===== config.mk =====
export PLATFORM = sky130hd
export DESIGN_NAME = fwd_host_engine
export DESIGN_NICKNAME = d
export VERILOG_FILES = /design/src/rtl/fwd_pkg.sv /design/src/rtl/fwd_sync.sv /design/src/rtl/fwd_timer.sv /design/src/rtl/fwd_host_engine.sv
export SDC_FILE = /design/constraint.sdc
export NUM_CORES = 1
export LEC_CHECK = 0
export ABC_CLOCK_PERIOD_IN_PS = 2100
export BUFFER_PORTS_ARGS = -buffer_cell sky130_fd_sc_hd__clkbuf_2
export CAP_MARGIN = 20
export CORE_UTILIZATION = 49
export DETAILED_ROUTE_END_ITERATION = 10
export PLACE_DENSITY = 0.75
export SLEW_MARGIN = 5
export SYNTH_ARGS = -nofsm -noshare
export SYNTH_HDL_FRONTEND = slang
export SYNTH_SLANG_ARGS = --single-unit

===== constraint.sdc =====
create_clock -name clk -period 2.1 [get_ports clk]
set_clock_uncertainty 0.1 [all_clocks]
set_input_delay 0.42 -clock clk [delete_from_list [all_inputs] [get_ports clk]]
set_output_delay 0.42 -clock clk [all_outputs]
set_load 0.1 [all_outputs]

===== src/rtl/fwd_pkg.sv =====
package fwd_pkg;
    typedef enum logic [1:0] {
        ST_IDLE   = 2'd0,
        ST_SETUP  = 2'd1,
        ST_STB_LO = 2'd2,
        ST_STB_HI = 2'd3
    } fwd_state_t;
endpackage


===== src/rtl/fwd_sync.sv =====
module fwd_sync #(
    parameter int          WIDTH   = 2,
    parameter int          STAGES  = 2,
    parameter logic [WIDTH-1:0] RST_VAL = '1
) (
    input  logic             clk,
    input  logic             rst_n,
    input  logic [WIDTH-1:0] async_in,
    output logic [WIDTH-1:0] sync_out
);
    genvar g;
    generate
        for (g = 0; g < WIDTH; g++) begin : g_bit
            logic [STAGES-1:0] chain;
            always_ff @(posedge clk or negedge rst_n) begin
                if (!rst_n) chain <= {STAGES{RST_VAL[g]}};
                else        chain <= {chain[STAGES-2:0], async_in[g]};
            end
            assign sync_out[g] = chain[STAGES-1];
        end
    endgenerate
endmodule


===== src/rtl/fwd_timer.sv =====
module fwd_timer #(
    parameter int SETUP_CYC   = 4,
    parameter int TIMEOUT_CYC = 64
) (
    input  logic clk,
    input  logic rst_n,
    input  logic clear,
    output logic setup_done,
    output logic expired
);
    localparam int CW = $clog2(TIMEOUT_CYC);
    localparam logic [CW-1:0] SETUP_LAST = CW'(SETUP_CYC - 1);
    localparam logic [CW-1:0] TO_LAST    = CW'(TIMEOUT_CYC - 1);

    logic [CW-1:0] cnt;

    always_ff @(posedge clk or negedge rst_n) begin
        if (!rst_n)            cnt <= '0;
        else if (clear)        cnt <= '0;
        else if (cnt != TO_LAST) cnt <= cnt + 1'b1;
    end

    assign setup_done = (cnt >= SETUP_LAST);
    assign expired    = (cnt == TO_LAST);
endmodule


===== src/rtl/fwd_host_engine.sv =====
module fwd_host_engine
    import fwd_pkg::*;
#(
    parameter int DATA_W      = 8,
    parameter int SETUP_CYC   = 4,
    parameter int TIMEOUT_CYC = 64,
    parameter int SYNC_STAGES = 2
) (
    input  logic              clk,
    input  logic              rst_n,
    input  logic              s_valid,
    input  logic [DATA_W-1:0] s_data,
    output logic              s_ready,
    output logic [DATA_W-1:0] bus_data,
    output logic              host_strobe_n,
    input  logic              periph_busy_ack,
    input  logic              periph_rev_req_n,
    output logic              rev_pending,
    output logic              xfer_err
);
    fwd_state_t        state, nxt;
    logic [DATA_W-1:0] hold_q;
    logic              err_q;
    logic              ack_s, req_n_s;
    logic              setup_done, expired, timer_clr;
    logic              take, timeout;
    logic [1:0]        sync_o;

    fwd_sync #(.WIDTH(2), .STAGES(SYNC_STAGES), .RST_VAL(2'b11)) u_sync (
        .clk      (clk),
        .rst_n    (rst_n),
        .async_in ({periph_rev_req_n, periph_busy_ack}),
        .sync_out (sync_o)
    );
    assign ack_s   = sync_o[0];
    assign req_n_s = sync_o[1];

    fwd_timer #(.SETUP_CYC(SETUP_CYC), .TIMEOUT_CYC(TIMEOUT_CYC)) u_timer (
        .clk        (clk),
        .rst_n      (rst_n),
        .clear      (timer_clr),
        .setup_done (setup_done),
        .expired    (expired)
    );

    // next-state logic
    always_comb begin
        nxt     = state;
        timeout = 1'b0;
        unique case (state)
            ST_IDLE:   if (s_valid) nxt = ST_SETUP;
            ST_SETUP: begin
                if (setup_done && !ack_s) nxt = ST_STB_LO;
                else if (expired) begin nxt = ST_IDLE; timeout = 1'b1; end
            end
            ST_STB_LO: begin
                if (ack_s) nxt = ST_STB_HI;
                else if (expired) begin nxt = ST_IDLE; timeout = 1'b1; end
            end
            ST_STB_HI: begin
                if (!ack_s) nxt = ST_IDLE;
                else if (expired) begin nxt = ST_IDLE; timeout = 1'b1; end
            end
            default:   nxt = ST_IDLE;
        endcase
    end

    assign take      = (state == ST_IDLE) && s_valid;
    assign timer_clr = (state == ST_IDLE) || (nxt != state);

    // state register and held data
    always_ff @(posedge clk or negedge rst_n) begin
        if (!rst_n) begin
            state  <= ST_IDLE;
            hold_q <= '0;
            err_q  <= 1'b0;
        end else begin
            state <= nxt;
            if (take) begin
                hold_q <= s_data;
                err_q  <= 1'b0;
            end else if (timeout) begin
                err_q  <= 1'b1;
            end
        end
    end

    // outputs
    always_comb begin
        s_ready       = (state == ST_IDLE);
        host_strobe_n = (state != ST_STB_LO);
        bus_data      = hold_q;
        xfer_err      = err_q;
        rev_pending   = !req_n_s;
    end

    // strobe falls only after synchronized acknowledge was low
    a_r4_fall_on_ack_low: assert property (@(posedge clk) disable iff (!rst_n)
        $fell(host_strobe_n) |-> !$past(ack_s));

    // strobe rises on acknowledge high or by timeout
    a_r5_rise_on_ack_high: assert property (@(posedge clk) disable iff (!rst_n)
        $rose(host_strobe_n) |-> ($past(ack_s) || xfer_err));

    // back to idle only on acknowledge low or by timeout
    a_r6_done_on_ack_low: assert property (@(posedge clk) disable iff (!rst_n)
        $rose(s_ready) |-> (!$past(ack_s) || xfer_err));

    // the bus is frozen while a transfer is in flight
    a_r2_bus_frozen: assert property (@(posedge clk) disable iff (!rst_n)
        !$past(s_ready) |-> $stable(bus_data));

    // ready never coincides with a low strobe
    a_r1_ready_strobe_high: assert property (@(posedge clk) disable iff (!rst_n)
        s_ready |-> host_strobe_n);

    // a raised error flag means the engine went idle
    a_r9_err_goes_idle: assert property (@(posedge clk) disable iff (!rst_n)
        $rose(xfer_err) |-> (s_ready && host_strobe_n));

    // error clears only when a byte is taken
    a_r10_err_clear_on_take: assert property (@(posedge clk) disable iff (!rst_n)
        $fell(xfer_err) |-> ($past(s_valid) && $past(s_ready)));
endmodule


==> results of run 1 <==
-- cell usage after synthesis, drive strengths merged, types with 2 or more instances --
cell    n  area, sq um
inv     3         11.3
mux2    8         90.1
nand2   4         15.0
and3    2         12.5
xor2    2         17.5
dfstp   4          105
nor2    3         11.3
nor3    4         35.0
nor4    2         27.5
nand3   4         20.0
o31ai   2         28.8
dfrtp  17          425
-- per-layer routing --
layer / routed length (microns) / global-route usage, % / up-vias
met5: 0 / 0 / -
met4: 13 / 10.9 / 0
met3: 71 / 4.80 / 2
met2: 786 / 29.9 / 16
met1: 650 / 22.6 / 299
li1: - / - / 292
-- sequential cells by signal, summed over array words and instances (netlist names) --
signal              flops
state                   2
bus_data                8
u_timer.cnt             6
u_sync.g_bit.chain      4
xfer_err                1
-- per-stage QoR --
step | instance area (sq um) | hold WS, ns
5_1_grt | 1100 | 0.0484
3_3_place_gp | 1060 | 0.246
4_1_cts | 1100 | 0.0723
3_5_place_dp | 1060 | 0.251
6_report | 1100 | 0.0894
2_1_floorplan | 915 | 0.0244
-- cells by family (layout without fill, tap and decap cells) --
family | after synthesis | after routing | synth area share (%)
buf+inv | 4 | 32 | 1.79
compound gates | 6 | 6 | 5.79
fa+ha+maj | 2 | 2 | 2.62
flops | 21 | 21 | 58.5
simple gates | 23 | 23 | 17.4
mux | 9 | 9 | 11.0
xor+xnor | 3 | 3 | 2.90
-- critical path: cells and delay by family (launching register included) --
family        cells  cell delay (ns)
flops             1             0.51
simple gates      1             0.12
buf+inv           1             0.46
-- worst max path at each step --
| stage | startpoint | endpoint | slack (ns) | cells after the start |
|---|---|---|---|---|
| after floorplan | state[1] | bus_data[0] | 0.20 | 4 |
| final | state[1] | s_ready | 0.19 | 2 |
| after global routing | state[0] | host_strobe_n | 0.10 | 3 |
| after global placement | u_timer.cnt[0] | u_timer.cnt[1] | 0.42 | 5 |
| after detailed placement | u_timer.cnt[0] | u_timer.cnt[1] | 0.37 | 5 |
| after CTS | state[1] | s_ready | 0.17 | 2 |
-- final cells by class --
| class | instances | area share, % |
|---|---|---|
| Multi-Input combinational cell | 43 | 33.5 |
| Inverter | 3 | 1.03 |
| Tap cell | 25 | 2.85 |
| Timing Repair Buffer | 25 | 11.8 |
| Sequential cell | 21 | 48.3 |
| Clock buffer | 3 | 2.05 |
| Clock inverter | 1 | 0.456 |
==> out/results.txt, run 1 <==
Total CTS buffers: 3
R2R Setup Slk: 0.32 ns
Pre-Repair DR Iteration Count: 4
Ys async rst share: 100%
Synth warn: 0
Post-synthesis register bit count: 21
Pin count of the biggest net entering global routing: 22
Die X: 45.0 microns
Row count: 15
First-pass GRT wire length: 2590 microns
H-tree lvl count: 1
Crit path DAT: 1.39 ns
Setup ws final: 0.192 ns
DIE AREA: 0.00203 sq mm
Finish-stage setup viols: 0
Register Area: 531 sq um
Hold Fails Final Rpt: 0
Reg2reg start: u_timer.cnt[0]
Unrepaired setup endpoints after global routing: false
Critical Path RT: 1.58 ns
Number of global-route vias before repair: 615
Nets: 111
Seq/Total Area, Yosys: 58.5%
Crit end category: primary output
Syn Area/Cell: 13.3 sq um
Hold Path Class: input port to register
Startpoint Class: register
Worst slew pin tran: 0.543 ns
Hold buffer count at cts: 1
Root Driver: clkbuf_4
Initial Util: 52.5%
Post-CTS Resized: 0
Synthesis-to-finish area growth: 21.1%
Final Non-Filler Cells: 121
DR vias: 609
# diodes: 0
DP HPWL: 1120 microns
WL final: 1520 microns
Max Clk Rate: 524 MHz
Post-CTS setup buffer count: 0
Clk slew on worst S/H paths: 0.11 ns
Slew headroom: 64.0%
WS Path Type: register to primary output
Setup TNS: 0 ns
CP max FO: 7
Worst-path cell chain: nor2_4, clkbuf_2
Port bufs: 24
Post-place setup slack: 0.371 ns
GPL Wtd Cong: 0.817
Commonest cells after routing, fill and taps aside: clkbuf_2 (24), dfrtp_1 (17), mux2_1 (8)
Area of the multi-input gates: 368 sq um
Period Utilization, post-route: 90.8%
Worst R2R End: u_timer.cnt[3]
Crit path largest cell delay: 0.51 ns
Final Critical Period: 1.91 ns
Post-synth EDFFs: 0
Post-Synthesis Cell Area: 907 sq um
Layout cell share with drive strength beyond 1: 43.8%
Max-Cap Viols: 0
Gr usage total: 18.6%
Post-detailed-route count of antenna-violating nets: 0
Crit-path slowest cell: dfrtp_1
Post-synth top flop: dfrtp_1
Slew Viols, Final: 0
Syn_nets: 82
Fill count: 146
Distinct cells, synth: 29
Clock Path Buffers: 2
Total gr overflow: 0
Min-Delay Path Depth: 1
Dpl cells: 116
# IOs: 25
Core area: 0.00173 sq mm
Clock sink count: 21
DR WL/cell: 12.6 microns
R2R depth: 5
Worst-Skew Late Latency: 0.29 ns
Vias per std cell: 5.03
Initial antenna violation count: 0
Die Y: 45.0 microns
CTS tree: done
Min-delay src: periph_rev_req_n
# DRC: 0
Fin util: 63.6%
WHS Endpoint: u_sync.g_bit[1].chain[0]
Cells after synthesis: 68
DR iter-0 viols: 5
Commonest non-fill, non-tap cell in the layout: clkbuf_2
Status: finished, final reports clean
Power of run 1 is left out: the tool's default activity adds up to more than one toggle a clock period on the data nets, which glitch-free logic cannot reach.
==> run 2: changes to the inputs <==
--- a/config.mk
+++ b/config.mk
@@ -8,7 +8,10 @@
 export ABC_CLOCK_PERIOD_IN_PS = 2100
 export BUFFER_PORTS_ARGS = -buffer_cell sky130_fd_sc_hd__clkbuf_2
 export CAP_MARGIN = 20
+export CORE_MARGIN = 10
 export CORE_UTILIZATION = 49
+export CTS_BUF_LIST = sky130_fd_sc_hd__clkbuf_8 sky130_fd_sc_hd__clkbuf_16
+export CTS_CLUSTER_SIZE = 20
 export DETAILED_ROUTE_END_ITERATION = 10
 export PLACE_DENSITY = 0.75
 export SLEW_MARGIN = 5
==> run 2 against run 1 <==
- die area up 96%
- cell count down 0.83%
- register-to-register slack better by 0.04 ns
- count of clock-buffer cells in the layout unchanged
- non-clock buffer count fell by 1
- sequential cell count is the same
- setup slack gained 0.050 ns
- global-route usage is 10 points lower
==> out/results.txt, run 2 (synthesis results as in run 1) <==
Post-place setup slack: 0.369 ns (-0.00267 ns)
Crit-path slowest cell: dfrtp_1
Nets: 110 (-0.90%)
Die X: 63.0 microns (+40%)
Core area: 0.00175 sq mm (+1.1%)
# DRC: 0 (unchanged)
Post-detailed-route count of antenna-violating nets: 0 (unchanged)
Crit path DAT: 1.34 ns (-0.05 ns)
Worst slew pin tran: 0.546 ns (+0.00333 ns)
Initial antenna violation count: 0 (unchanged)
Startpoint Class: register
Layout cell share with drive strength beyond 1: 44.2% (+0.46 points)
Root Driver: clkbuf_8
Max Clk Rate: 538 MHz (+2.7%)
DR vias: 591 (-3.0%)
Dpl cell area: 0.00106 sq mm (unchanged)
Setup ws final: 0.242 ns (+0.0498 ns)
R2R depth: 5 (unchanged)
Slew Viols, Final: 0 (unchanged)
Hold Path Class: input port to async pin
Hold buffer count at cts: 0 (-1)
Unrepaired setup endpoints after global routing: false
Levels on crit path: 2 (unchanged)
Crit path largest cell delay: 0.50 ns (about the same)
Finish-stage setup viols: 0 (unchanged)
Setup TNS: 0 ns (unchanged)
WL final: 1700 microns (+12%)
Commonest non-fill, non-tap cell in the layout: clkbuf_2
Vias per std cell: 4.93 (-2.1%)
DR WL/cell: 14.2 microns (+13%)
CTS tree: done
Row count: 15 (unchanged)
Post-CTS setup buffer count: 0 (unchanged)
Cell family with most CP delay: flip-flops
# IOs: 25 (unchanged)
Die Y: 63.0 microns (+40%)
Pin count of the biggest net entering global routing: 22 (unchanged)
Final Critical Period: 1.86 ns (-0.0498 ns)
H-tree lvl count: 1 (unchanged)
Fill count: 145 (-0.68%)
Hold Fails Final Rpt: 0 (unchanged)
Status: finished, final reports clean
Clock sink count: 21 (unchanged)
Critical Path RT: 1.58 ns (about the same)
Final Cell Area: 0.00111 sq mm (+0.80%)
Initial Util: 52.0% (-0.56 points)
GPL Wtd Cong: 0.803 (-1.8%)
Commonest cells after routing, fill and taps aside: clkbuf_2 (24), dfrtp_1 (17), mux2_1 (8)
Worst-Skew Late Latency: 0.26 ns (-0.03 ns)
Worst-path cell chain: nor2_4, clkbuf_2
Pre-Repair DR Iteration Count: 4 (unchanged)
Synthesis-to-finish area growth: 22.1%
CP max FO: 7 (unchanged)
Gr usage total: 8.53% (-10 points)
WP buf/inv: 1 (unchanged)
DR iter-0 viols: 16 (+11)
Crit end category: primary output
Port bufs: 24 (unchanged)
DP HPWL: 1310 microns (+17%)
Max-Cap Viols: 0 (unchanged)
Post-CTS Resized: 0 (unchanged)
First-pass GRT wire length: 2760 microns (+6.4%)
Total CTS buffers: 3 (unchanged)
# diodes: 0 (unchanged)
Period Utilization, post-route: 88.5% (-2.4 points)
Total gr overflow: 0 (unchanged)
Number of global-route vias before repair: 628 (+2.1%)
DIE AREA: 0.00397 sq mm (+96%)
Largest register FFs: 8 (unchanged)
Clk slew on worst S/H paths: 0.08 ns (-0.03 ns)
WS Path Type: register to primary output
Clock Path Buffers: 2 (unchanged)
Slew headroom: 63.7% (-0.22 points)
-- run 2: worst paths after layout --
| kind | slack [ns] | from | endpoint |
|---|---|---|---|
| max | 0.24 | state[1] | s_ready |
| min | 0.02 | rst_n | bus_data[3] |
| max reg2reg | 0.36 | u_timer.cnt[0] | u_timer.cnt[3] |
| min reg2reg | 0.26 | u_sync.g_bit[0].chain[0] | u_sync.g_bit[0].chain[1] |
| max in group asynchronous | 1.52 | rst_n | u_sync.g_bit[1].chain[1] |
| min in group clk | 0.13 | periph_rev_req_n | u_sync.g_bit[1].chain[0] |
-- run 2: final cells by class --
class | count | area (sq um) | area share [%]
inverters | 3 | 11.3 | 1.02
repair buffers | 24 | 120 | 10.8
multi-input cells | 43 | 368 | 33.2
well taps | 25 | 31.3 | 2.82
clock buffers | 3 | 41.3 | 3.73
flip-flops and latches | 21 | 531 | 47.9
clock inverters | 1 | 5.00 | 0.452
-- run 2: stage by stage --
step           util (%)  std cells  hold WS [ns]
2_1_floorplan         -         68        0.0244
3_3_place_gp       60.8        116         0.246
3_5_place_dp       60.8        116         0.248
4_1_cts            63.4        120        0.0221
5_1_grt            63.4        120        0.0485
6_report           63.4        120        0.0160
-- run 2: per-layer routing --
layer	up-vias	global-route usage [%]	share of wire (%)
met5	-	0	0
met4	0	5.87	0.82
li1	293	-	-
met3	2	2.33	5.7
met1	285	9.50	42
met2	11	13.7	51
Power of run 2 is left out for the same reason.
